===== config.mk =====
export PLATFORM = sky130hd
export DESIGN_NAME = gm_burst_green
export DESIGN_NICKNAME = d
export VERILOG_FILES = /design/src/rtl/gm_pkg.sv /design/src/rtl/gm_sat_cnt.sv /design/src/rtl/gm_gap_classify.sv /design/src/rtl/gm_mode_fsm.sv /design/src/rtl/gm_burst_green.sv
export SDC_FILE = /design/constraint.sdc
export NUM_CORES = 1
export LEC_CHECK = 0
export ABC_AREA = 1
export ABC_CLOCK_PERIOD_IN_PS = 1900
export CAP_MARGIN = 20
export CORE_ASPECT_RATIO = 1.75
export CORE_UTILIZATION = 25
export CTS_BUF_LIST = sky130_fd_sc_hd__clkbuf_4
export CTS_CLUSTER_SIZE = 40
export DETAILED_ROUTE_END_ITERATION = 7
export HOLD_SLACK_MARGIN = 0.08
export MAX_ROUTING_LAYER = met4
export PLACE_DENSITY = 0.45
export SKIP_LAST_GASP = 1
export SLEW_MARGIN = 0
export SYNTH_ARGS = -nofsm -noshare
export SYNTH_HDL_FRONTEND = slang
export SYNTH_SLANG_ARGS = --single-unit

===== constraint.sdc =====
create_clock -name clk -period 1.9 [get_ports clk]
set_input_delay 0.38 -clock clk [delete_from_list [all_inputs] [get_ports clk]]
set_output_delay 0.38 -clock clk [all_outputs]
set_load 0.01 [all_outputs]

===== src/rtl/gm_pkg.sv =====
package gm_pkg;

    typedef enum logic [1:0] {
        GM_ACTIVE   = 2'd0,
        GM_DEBOUNCE = 2'd1,
        GM_GREEN    = 2'd2
    } gm_state_e;

    // One timing set, all values in clock cycles
    typedef struct packed {
        logic [31:0] quiet;
        logic [31:0] settle;
        logic [31:0] burst_gap;
        logic [31:0] norm_per;
    } gm_limits_t;

    // Classification of the current idle gap
    typedef struct packed {
        logic quiet_met;
        logic short_burst;
        logic normal_cyc;
    } gm_gap_class_t;

    function automatic int unsigned gm_max2(int unsigned a, int unsigned b);
        return (a > b) ? a : b;
    endfunction

    function automatic int unsigned gm_bits(int unsigned v);
        return (v < 2) ? 1 : $clog2(v + 1);
    endfunction

endpackage


===== src/rtl/gm_sat_cnt.sv =====
module gm_sat_cnt #(
    parameter int unsigned W    = 8,
    parameter int unsigned MAX  = 255,
    parameter int unsigned INIT = 0
) (
    input  logic         clk,
    input  logic         rst,
    input  logic         load,
    input  logic         step,
    output logic [W-1:0] count
);
    localparam logic [W-1:0] TOP    = W'(MAX);
    localparam logic [W-1:0] INIT_V = W'(INIT);

    always_ff @(posedge clk) begin
        if (rst || load) begin
            count <= INIT_V;
        end else if (step && (count != TOP)) begin
            count <= count + 1'b1;
        end
    end
endmodule


===== src/rtl/gm_gap_classify.sv =====
module gm_gap_classify
    import gm_pkg::*;
#(
    parameter int unsigned W = 8
) (
    input  logic [W-1:0]   gap,
    input  logic [31:0]    quiet_lim,
    input  logic [31:0]    burst_lim,
    input  logic [31:0]    norm_lim,
    output gm_gap_class_t  cls
);
    logic [31:0] gap_w;

    assign gap_w = 32'(gap);

    always_comb begin
        cls.quiet_met   = gap_w >= quiet_lim;
        cls.normal_cyc  = gap_w < norm_lim;
        cls.short_burst = (gap_w >= norm_lim) && (gap_w < burst_lim);
    end
endmodule


===== src/rtl/gm_mode_fsm.sv =====
module gm_mode_fsm
    import gm_pkg::*;
#(
    parameter int unsigned SW      = 8,
    parameter int unsigned RW      = 3,
    parameter int unsigned RUN_LEN = 7
) (
    input  logic          clk,
    input  logic          rst,
    input  logic          sw_edge,
    input  gm_gap_class_t cls,
    input  logic [31:0]   settle_lim,
    input  logic [SW-1:0] settle_cnt,
    input  logic [RW-1:0] run_cnt,
    output gm_state_e     state_q
);
    gm_state_e state_d;
    logic      settle_done;
    logic      run_done;

    assign settle_done = 32'(settle_cnt) >= (settle_lim - 32'd1);
    assign run_done    = 32'(run_cnt) == 32'(RUN_LEN - 1);

    always_comb begin
        state_d = state_q;
        unique case (state_q)
            GM_ACTIVE: begin
                if (!sw_edge && cls.quiet_met) state_d = GM_DEBOUNCE;
            end
            GM_DEBOUNCE: begin
                if (sw_edge)          state_d = GM_ACTIVE;
                else if (settle_done) state_d = GM_GREEN;
            end
            GM_GREEN: begin
                if (sw_edge && (cls.short_burst || (cls.normal_cyc && run_done)))
                    state_d = GM_ACTIVE;
            end
            default: state_d = GM_ACTIVE;
        endcase
    end

    always_ff @(posedge clk) begin
        if (rst) state_q <= GM_ACTIVE;
        else     state_q <= state_d;
    end
endmodule


===== src/rtl/gm_burst_green.sv =====
module gm_burst_green
    import gm_pkg::*;
#(
    parameter int unsigned QUIET_HF  = 4000,
    parameter int unsigned QUIET_LF  = 8000,
    parameter int unsigned SETTLE_HF = 9000,
    parameter int unsigned SETTLE_LF = 16000,
    parameter int unsigned BURST_HF  = 2000,
    parameter int unsigned BURST_LF  = 4000,
    parameter int unsigned NORM_HF   = 1000,
    parameter int unsigned NORM_LF   = 2000,
    parameter int unsigned RUN_LEN   = 7
) (
    input  logic clk,
    input  logic rst,
    input  logic sw_edge,
    input  logic lf_sel,
    output logic green_mode
);
    localparam int unsigned GAP_MAX = gm_max2(gm_max2(QUIET_HF, QUIET_LF),
                                       gm_max2(gm_max2(BURST_HF, BURST_LF),
                                               gm_max2(NORM_HF, NORM_LF)));
    localparam int unsigned GAP_W   = gm_bits(GAP_MAX);
    localparam int unsigned SET_MAX = gm_max2(SETTLE_HF, SETTLE_LF);
    localparam int unsigned SET_W   = gm_bits(SET_MAX);
    localparam int unsigned RUN_W   = gm_bits(RUN_LEN);

    localparam gm_limits_t LIM_HF = '{quiet: QUIET_HF, settle: SETTLE_HF,
                                      burst_gap: BURST_HF, norm_per: NORM_HF};
    localparam gm_limits_t LIM_LF = '{quiet: QUIET_LF, settle: SETTLE_LF,
                                      burst_gap: BURST_LF, norm_per: NORM_LF};

    gm_limits_t         lim;
    gm_gap_class_t      cls;
    gm_state_e          state_q;
    logic [GAP_W-1:0]   gap_cnt;
    logic [SET_W-1:0]   settle_cnt;
    logic [RUN_W-1:0]   run_cnt;
    logic               run_clear;
    logic               run_step;

    assign lim = lf_sel ? LIM_LF : LIM_HF;

    // Clocks since the last edge (reset counts as an edge); saturates
    gm_sat_cnt #(.W(GAP_W), .MAX(GAP_MAX), .INIT(1)) i_gap_cnt (
        .clk   (clk),
        .rst   (rst),
        .load  (sw_edge),
        .step  (1'b1),
        .count (gap_cnt)
    );

    // Cycles spent in the settle interval
    gm_sat_cnt #(.W(SET_W), .MAX(SET_MAX), .INIT(0)) i_settle_cnt (
        .clk   (clk),
        .rst   (rst),
        .load  (state_q != GM_DEBOUNCE),
        .step  (1'b1),
        .count (settle_cnt)
    );

    assign run_step  = sw_edge && cls.normal_cyc;
    assign run_clear = (state_q != GM_GREEN) || (sw_edge && !cls.normal_cyc);

    // Consecutive normal-period cycles seen in green mode
    gm_sat_cnt #(.W(RUN_W), .MAX(RUN_LEN), .INIT(0)) i_run_cnt (
        .clk   (clk),
        .rst   (rst),
        .load  (run_clear),
        .step  (run_step),
        .count (run_cnt)
    );

    gm_gap_classify #(.W(GAP_W)) i_classify (
        .gap       (gap_cnt),
        .quiet_lim (lim.quiet),
        .burst_lim (lim.burst_gap),
        .norm_lim  (lim.norm_per),
        .cls       (cls)
    );

    gm_mode_fsm #(.SW(SET_W), .RW(RUN_W), .RUN_LEN(RUN_LEN)) i_fsm (
        .clk        (clk),
        .rst        (rst),
        .sw_edge    (sw_edge),
        .cls        (cls),
        .settle_lim (lim.settle),
        .settle_cnt (settle_cnt),
        .run_cnt    (run_cnt),
        .state_q    (state_q)
    );

    assign green_mode = (state_q == GM_GREEN);
endmodule


### After elaboration in Yosys (flattened, before gate mapping)

Cells that the tools add are included.

* add/subtract/negate cells: 4
* $mul: 0
* divide/modulo/power cells: 0
* order comparisons: 5
* equal/unequal tests: 11
* shift-type cells: 0
* muxes and demuxes: 6
* bitwise gates (word level): 0
* reductions and logical operators: 16

Operators by type and width (number)
* two-way mux 109 bit: 1
* less-than comparator 13 x 32 -> 1 bit: 2
* >= comparator 13 x 32 -> 1 bit: 1
* >= comparator 14 x 32 -> 1 bit: 1
* subtractor 32 x 1 -> 32 bit (second input constant): 1
* adder 14 x 1 -> 14 bit (second input constant): 1
* != test 14 bit (second input constant): 1
* adder 13 x 1 -> 13 bit (second input constant): 1
* >= comparator 13 bit: 1
* != test 13 bit (second input constant): 1
* two-way mux 2 bit: 4
* logical AND 1 bit: 7
* != test 2 x 1 -> 1 bit (second input constant): 3
* case mux 2 bit (3 select lines): 1
* logical OR 1 bit: 5
* adder 3 x 1 -> 3 bit (second input constant): 1
* equality test 3 bit (second input constant): 1
* != test 3 x 2 -> 1 bit (second input constant): 1
* != test 3 bit (second input constant): 1
* AND reduction 3 bit: 1
* equality test 2 x 1 -> 1 bit (second input constant): 1
* equality test 2 bit (second input constant): 1
* zero test 1 bit: 2
* zero test 2 bit: 1
* != test 2 bit (second input constant): 1

* register bits: 32
* latch bits: 0
* memory bits (writable): 0
* bits in read-only memories: 0
* input port bits: 4
* output and inout bits: 1
* logic and storage cells: 46
* memories kept: 0

### Logic depth before layout (Yosys ltp)

Gate-level depths: netlist of the first run.

* depth after elaboration: 7
* gate-level depth with buffers: 15
* depth with buffers taken out: 15

### Modules after synthesis

From an unflattened synthesis of the first run, not the netlist that was laid out.

* cells, all modules: 819
* area, all modules: 4785.8 um^2

By module, submodules not included
* gm_mode_fsm: times used 1, cells an instance 308, area each 1626.6 um^2, seq. area each 40.0 um^2
* gm_gap_classify: times used 1, cells an instance 204, area each 1198.6 um^2, seq. area each 0.0 um^2
* gm_sat_cnt at i_settle_cnt: times used 1, cells an instance 146, area each 967.2 um^2, seq. area each 280.3 um^2
* gm_sat_cnt at i_gap_cnt: times used 1, cells an instance 127, area each 790.8 um^2, seq. area each 260.2 um^2
* gm_sat_cnt at i_run_cnt: times used 1, cells an instance 23, area each 158.9 um^2, seq. area each 60.1 um^2
* gm_burst_green: times used 1, cells an instance 11, area each 43.8 um^2, seq. area each 0.0 um^2

### Worst setup path after synthesis of the first run

Ideal clock, no wire load.

* path type: input to register
* start: input port lf_sel
* end: register i_run_cnt.count[1]
* setup time: 115 ps
* arrival: 1752 ps
* data required time: 1785 ps
* slack: 34 ps
* stages on the path: 9
* buffers on the path: 0
* path through: inv_1 > ha_1 > a21oi_1 > nand2_1 > nand2_2 > nand2_1 > nor3_2 > a21oi_1 > o21a_1

* word-level cells in the longest chain between the ends: 6
* elaborated cells between the ends (all ways): 8
* classes of those cells: order compare (1); mux (1); reduce/logical (6)

RTL lines
* start, declared: RTL line gm_burst_green.sv:17 `input logic lf_sel,`
* two-way mux 109 bit (*): RTL line gm_burst_green.sv:42 `assign lim = lf_sel ? LIM_LF : LIM_HF;`
* less-than comparator 13 x 32 -> 1 bit (*): RTL line gm_gap_classify.sv:18 `cls.normal_cyc = gap_w < norm_lim;`
* zero test 1 bit: RTL line gm_burst_green.sv:63 `assign run_clear = (state_q != GM_GREEN) || (sw_edge && !cls.normal_cyc);`
* logical AND 1 bit: RTL line gm_burst_green.sv:63
* logical OR 1 bit: RTL line gm_burst_green.sv:63
* logical OR 1 bit: RTL line gm_sat_cnt.sv:16 `if (rst || load) begin`
* end signal, assigned: RTL line gm_sat_cnt.sv:19 `count <= count + 1'b1;`
* end, declared: RTL line gm_sat_cnt.sv:10 `output logic [W-1:0] count`

Mark *: on every way between the ends. The rest lies on a longest branch, timed or not.
A chain may end at the register's enable or synchronous reset.

### Final worst setup path of the first run

* start: register i_gap_cnt.count[5]
* end: register i_run_cnt.count[1]

* word-level cells in the longest chain between the ends: 5
* elaborated cells between the ends (all ways): 7
* classes of those cells: order compare (1); reduce/logical (6)

RTL lines (RTL line)
* start, declared: gm_sat_cnt.sv:10
* start signal, assigned: gm_sat_cnt.sv:19
* less-than comparator 13 x 32 -> 1 bit (*): gm_gap_classify.sv:18
* zero test 1 bit: gm_burst_green.sv:63
* logical AND 1 bit: gm_burst_green.sv:63
* logical OR 1 bit: gm_burst_green.sv:63
* logical OR 1 bit: gm_sat_cnt.sv:16

Marks and branches as above.

==> run summary, run 1 <==
The run finished with clean final reports. For this design, the sink count on the clock tree is 32. The initial standard-cell utilization of the core came out at 0.256. In the routed design, unresolved DRC markers number 0. Clock-pin slew was measured on the worst setup and hold paths at 110 ps. The post-route clock period utilization is 0.890, and the maximum number of pins on one net before global-route repair is 10. Relative to the synthesized area, the layout overhead comes to 15.4%. Dividing the detail-routed wire length by the instance count gives 12.6 microns. For the pin with the worst max-slew slack, the measured transition is 292 ps. The logs give 0.131 for the total track usage and 591 MHz for the maximum clock frequency. CTS placed an instance of clkbuf_4 at the clock tree root.

After synthesis the cells add up to 2120 sq um. The critical path in this run is classified as flop to flop. Once detail routing completed, the nets flagged for antenna violations numbered 0. The met1 routing resource usage after global routing is 0.113, and the insertion delay of the later-clocked pin in the worst-skew pair is 350 ps.

Power comes to 1450 uW. The analysis attributes to cell leakage a power of 0.000990 uW. Across the VDD grid, the largest voltage drop is 0.441 mV. The total setup buffers inserted after CTS is 0, and the I/O pin count is 5. Summed over all layers, the routed wires come to 5200 microns.

The logs give -547 ps for the post-placement setup slack and 1900 for the number of global-route vias before repair. The path class of the tightest hold or removal check is flop to flop. For the final database, setup skew stands at 21.3 ps. The switching share of power was 0.317. The count of buffers inserted at the top-level ports was 4. TritonCTS built the clock tree. From bottom edge to top edge, the die measures 124 microns.

Fraction of layout cells with a size suffix above 1: 0.143. The relative max-transition margin came out at 0.804. The areal power density over the cells came out at 592 nW/um^2. The number of antenna diodes in the final layout is 0.

The worst setup path is launched from a flop. The run gives 8510 microns as the global-route wire length before repair. In the final design database the tool counted 350 nets. Summing over every cut layer, the via total after detailed routing is 1953.

Met2 routing resource usage after global routing: 0.258. The critical-path maximum fanout was 5. No sink is reached through more buffers than the 2 on the longest clock path.

In this run, the number of DRC markers left after iteration 0 of detailed routing was 56. The reported max-cap violation count was 0; the part of the power in the clock network was 0.291. The H-tree was split into 2 levels. The die covers 8850 sq um.

The floorplan has 44 rows. The netlist uses 29 different library cells. The floorplan step defined a core boundary enclosing 8260 sq um. The congestion estimate from routability-driven global placement came to 0.774.

The time the final worst path needs with I/O delays and setup is 1690 ps, and the width of the chip is 71.5 microns. The cell count after synthesis was 297; the post-synth net total was 327. The via count normalized by instance count is 4.73, and the post-detailed-placement half-perimeter wirelength is 4150 microns. The met3 layer usage reported by global route came out at 0.0243.

Net switching power: 458 uW. The initial antenna violation count is 0. Synthesis inferred 32 register bits.

For the detailed-routing iteration count for the pre-antenna-repair pass, the log shows 4. Averaged over all synthesized cells, the footprint is 7.12 sq um. Setup repair after global routing left no endpoint under its margin. The logs give 0 for the number of hold-slack violations in the final timing report and 1990 ps for the critical path data arrival time. The number of hold-repair buffers added at the cts stage is 0, and the number of warnings issued by yosys is 0. The endpoint required time on the critical path was 2200 ps; the total count of max-transition violations in the final report was 0.

The tools report the part of the total power dissipated in sequential elements as 0.503. The tools report the register area share after synthesis as 0.303. The worst setup path is captured at a flop. The number of resized instances in the post-cts repair step is 9, and the logic gate share of total power is 0.206. The run gives 0 as the overflow left after global routing.

The smallest setup slack after layout was 209 ps; the internal power summed over all cells was 987 uW. The number of clock buffers added by TritonCTS is 5. Setup violations remaining at the end of the flow were counted as 0.

The global routing's busiest layer was met2.
-- flip-flops by register name (all words and copies together) (netlist names) --
register            cells
i_fsm.state_q           2
i_run_cnt.count         3
i_settle_cnt.count     14
i_gap_cnt.count        13
-- cell type report --
class / count / area, sq um
Fill cell: 928 / 5820
Sequential cell: 32 / 642
Inverter: 51 / 195
Tap cell: 92 / 115
Timing Repair Buffer: 16 / 128
Multi-Input combinational cell: 214 / 1310
Clock inverter: 1 / 3.75
Clock buffer: 7 / 52.6
-- critical path, cell delays in order (launching register included) --
cell and delay [ps]:
dfxtp_1 400, inv_1 110, ha_4 240, a21oi_1 130
nand2_1 80, nand2_2 90, nand2_1 100, nand2_1 80
nand3_1 130, a21oi_1 160, o21a_1 140
-- cell usage after synthesis --
library cell / n / area share
o21ai_0: 17 / 0.040
clkinv_2: 1 / 0.0024
nand3b_1: 3 / 0.011
clkinv_1: 2 / 0.0035
or2_2: 2 / 0.0059
a211oi_1: 1 / 0.0035
and3_1: 1 / 0.0030
dfxtp_1: 32 / 0.30
nor3_1: 7 / 0.017
o21bai_1: 1 / 0.0035
nor3_2: 4 / 0.019
nor2_4: 1 / 0.0053
nand2_2: 4 / 0.012
nand4_1: 8 / 0.024
a21oi_1: 30 / 0.071
nor4_1: 1 / 0.0030
a221oi_1: 1 / 0.0041
nand2_1: 53 / 0.094
a221oi_2: 1 / 0.0071
inv_1: 47 / 0.083
inv_2: 1 / 0.0018
ha_1: 26 / 0.15
nor2_2: 5 / 0.015
nor3b_1: 2 / 0.0071
nand3_2: 3 / 0.014
xor2_1: 1 / 0.0041
o21a_1: 3 / 0.011
nand3_1: 17 / 0.040
nor2_1: 22 / 0.039
-- power by group through the flow --
stage	Clock (uW)	Sequential [uW]	Combinational [uW]
6_report	420	727	298
4_1_cts	449	727	302
5_1_grt	468	733	345
3_5_place_dp	0	739	296
2_1_floorplan	0	732	206
3_3_place_gp	0	740	293
-- through the flow --
| step | instances | TNS, ps | area [sq um] | hold WS (ps) | util |
|---|---|---|---|---|---|
| CTS | 413 | 0 | 2440 | 497 | 0.296 |
| global route | 413 | 0 | 2440 | 511 | 0.296 |
| detailed placement | 405 | -2580 | 2360 | 482 | 0.286 |
| global placement | 405 | -2600 | 2360 | 477 | 0.286 |
| floorplan | 297 | 0 | 2120 | 454 | - |
| finish | 413 | 0 | 2440 | 491 | 0.296 |
-- metal layers --
metal	vias up	wire, microns
met3	12	109
li1	1031	-
met4	0	189
met5	-	0
met1	886	2060
met2	24	2840
-- placed cells by master, fill, tap and decap left out, types with 2 or more instances in the layout --
master           count
a21oi_1             30
buf_4               12
clkbuf_4             7
clkdlybuf4s50_1      2
clkinv_1             3
dfxtp_1             31
dlygate4sd2_1        2
ha_1                25
inv_1               46
nand2_1             52
nand2_2              5
nand3_1             17
nand3_2              3
nand3b_1             3
nand4_1              8
nor2_1              21
nor2_2               6
nor3_1               7
nor3_2               3
nor3b_1              2
o21a_1               3
o21ai_0             17
or2_2                2
-- path summary, 6_finish.rpt --
path	slack, ps	startpoint	depth (start not counted)	endpoint
max	210	i_gap_cnt.count[5]$_SDFFE_PP0P_	10	i_run_cnt.count[1]$_SDFFE_PP0P_
max reg2reg	210	i_gap_cnt.count[5]$_SDFFE_PP0P_	10	i_run_cnt.count[1]$_SDFFE_PP0P_
min reg2reg	490	i_run_cnt.count[0]$_SDFFE_PP0P_	2	i_run_cnt.count[0]$_SDFFE_PP0P_
min	490	i_run_cnt.count[0]$_SDFFE_PP0P_	2	i_run_cnt.count[0]$_SDFFE_PP0P_
-- logic make-up (layout without fill, tap and decap cells) --
family / after synthesis / in the layout / share of synthesized area
flip-flops: 32 / 32 / 0.303
AO/OA/AOI/OAI: 54 / 54 / 0.140
AND/OR/NAND/NOR: 133 / 133 / 0.308
adder cells (fa/ha/maj): 26 / 26 / 0.154
buffers and inverters: 51 / 75 / 0.0911
XOR/XNOR: 1 / 1 / 0.00414
(Power assumes the default switching activity.)
==> run 2, diff against run 1 <==
CAP_MARGIN = default   (was 20)
REMOVE_ABC_BUFFERS = 1   (was default)
==> results of run 2 <==
No change in the layout: final DEF, timing and power equal those of run 1.
==> run 3, diff against run 2 <==
ABC_CLOCK_PERIOD_IN_PS = default   (was 1900)
PLACE_DENSITY = default   (was 0.45)
==> run 3 against run 2 <==
Against the previous run:
- fmax is essentially flat
- combinational power shrank 2%
- sequential power shrank 0.7%
- total power shrank 0.57%
- global-route usage shrank 1.0 points
- clock power is essentially flat
- wire length shrank 8.5%
- critical endpoint is now i_run_cnt.count[0]$_SDFFE_PP0P_
==> run summary, run 3 (synthesis gave the netlist of run 1 again) <==
The flow ran to the end, and the final reports show no timing, DRC or antenna violations. The number of global-route vias before repair is 1930. Buffer cell driving the clock tree root: clkbuf_4. The maximum clock frequency was 591 MHz; the post-layout instance area was 2420 sq um. The run gives 0.000974 uW as the static leakage. The clock drives 32 sinks. The critical-path maximum fanout was 5; the endpoint required time on the critical path was 2140 ps.

For this design the top-level I/O count stands at 5. After floorplanning, the core was divided into 44 placement rows. The most common cell after layout, fill and taps aside was nand2_1. Aggregate negative setup slack: 0 ps.

The tools report the internal power summed over all cells as 982 uW. The worst setup path is launched from a flop. For the global-route wire length before repair, the log shows 8210 microns. The slew at the pin closest to its max-slew limit works out to 294 ps. TritonCTS built the clock tree. By startpoint and endpoint, the worst setup path is classified as flop to flop. Timing analysis after detailed placement gives a worst setup slack of -538 ps. The register ranked first by flip-flop count was i_settle_cnt.count. The clock transition at the registers of the reported paths is 110 ps. The floorplan step set the die width to 71.5 microns. The count of buffers inserted at the top-level ports was 4.

The die is 124 microns tall. Fraction of layout cells with a size suffix above 1: 0.132. The maximum level of the CTS H-tree was 2; the reported max-cap violation count was 0.

Summed over all nets, the switching power comes to 455 uW. The total number of vias came out at 1924. The largest buffer count on any clock path was 2; the total count of max-transition violations in the final report was 0. Setup repair after global routing left no endpoint under its margin. The register with the most flip-flops in the layout has 14 of them.

In this run the remaining antenna-violating nets after routing total 0. The areal power density over the cells is 595 nW/um^2. The logs give 4760 microns for the final wirelength and 0.802 for the relative max-transition margin. The maximum number of pins on one net before global-route repair was 10; the average wire length per cell after detail routing was 11.6 microns.

The run gives 0.818 as the final RePlAce weighted congestion. After detailed routing, the number of vias per cell comes to 4.69. 0 antenna diodes ended up in the layout.

The switching share of power is 0.316, and the floorplan die area is 8850 sq um. The total overflow left after global routing is 0. In the post-route analysis, the smallest setup slack over all paths is 208 ps. The detailed-routing iteration count for the pre-antenna-repair pass was 4.

The critical path capture point type was a flop. The tools report the post-detailed-placement half-perimeter wirelength as 3740 microns. The logic gate share of total power was 0.204; the initial standard-cell utilization of the core was 0.256.

Number of design rule violations left after detail routing: 0. Number of CTS-inserted buffers: 5. The first-iteration detailed-routing DRC count is 104, and the insertion delay of the later-clocked pin in the worst-skew pair is 350 ps.

The initial antenna violation count is 0, and the number of setup violations in the final report is 0. The part of the total power dissipated in sequential elements came out at 0.502. Data on the critical path arrives at its endpoint at 1930 ps.

The worst-case IR drop observed on VDD is 0.249 mV. The final layout contains 347 nets. Counting I/O delays and the setup requirement, the final critical path takes 1690 ps. The tools report the number of hold-slack violations in the final timing report as 0.

The setup skew after layout was 21.9 ps; the sum of internal, switching and leakage power was 1440 uW. The top cell types in the final layout, fill and taps aside, are 52 x nand2_1, 46 x inv_1, 32 x dfxtp_1. The largest registers in the layout are i_settle_cnt.count x14, i_gap_cnt.count x13, i_run_cnt.count x3.

Summing all placed instances gives a cell area of 2330 sq um. Path type of the worst min-delay path: flop to flop. For the core region area, the log shows 8260 sq um. The post-route clock period utilization was 0.891; the area growth from synthesis to final layout was 14.2%.

The run gives 0.294 as the part of the power in the clock network. For the total track usage, the log shows 0.121.
==> run 3: changes by cell type in the layout (fill, tap and decap cells not counted), sizes merged <==
cell / delta
buf: -3
==> run 3: metrics by stage <==
stage | util | std cells | hold WS, ps
finish | 0.293 | 410 | 490
global route | 0.293 | 410 | 514
detailed placement | 0.282 | 401 | 478
global placement | 0.282 | 401 | 470
CTS | 0.293 | 410 | 496
floorplan | - | 297 | 454
==> run 3: worst paths after layout <==
check	slack (ps)	startpoint	cells after the start	endpoint
setup reg to reg	210	i_gap_cnt.count[5]$_SDFFE_PP0P_	10	i_run_cnt.count[0]$_SDFFE_PP0P_
setup / recovery	210	i_gap_cnt.count[5]$_SDFFE_PP0P_	10	i_run_cnt.count[0]$_SDFFE_PP0P_
hold / removal	490	i_settle_cnt.count[12]$_SDFFE_PP0P_	2	i_settle_cnt.count[12]$_SDFFE_PP0P_
hold reg to reg	490	i_settle_cnt.count[12]$_SDFFE_PP0P_	2	i_settle_cnt.count[12]$_SDFFE_PP0P_
==> run 3: layout make-up <==
type                    instances  area [sq um]
fillers                       908          5840
clock inverters                 1          3.75
clock buffers                   7          52.6
well taps                      92           115
inverters                      51           193
repair buffers                 13           105
multi-input cells             214          1310
flip-flops and latches         32           641
==> run 3: power by group through the flow <==
stage               clock network (uW)  logic, uW  registers, uW
floorplan                            0        206            732
detailed placement                   0        294            736
global route                       459        335            727
CTS                                442        296            722
global placement                     0        289            736
finish                             422        293            722
==> run 3: timing repair <==
action | in CTS | in global routing
gates resized for setup | 7 | 0
hold buffers | 0 | 0
setup buffers | 1 | 0
endpoints found under the setup margin | 6 | 0
==> run 3: layer usage <==
| metal | track usage | part of all wire | wire, microns | up-vias |
|---|---|---|---|---|
| met2 | 0.224 | 0.53 | 2540 | 23 |
| met4 | 0.0662 | 0.040 | 188 | 0 |
| li1 | - | - | - | 1019 |
| met3 | 0.0202 | 0.021 | 100 | 13 |
| met5 | - | 0 | 0 | - |
| met1 | 0.118 | 0.41 | 1930 | 869 |
==> run 3: critical path, cell delays in order (launching register included) <==
cell and delay, ps:
dfxtp_1 390, inv_1 100, ha_4 240, a21oi_1 140, nand2_1 90, nand2_2 90, nand2_2 80, nor3_4 250
inv_1 90, nand2_1 70, a21oi_1 50
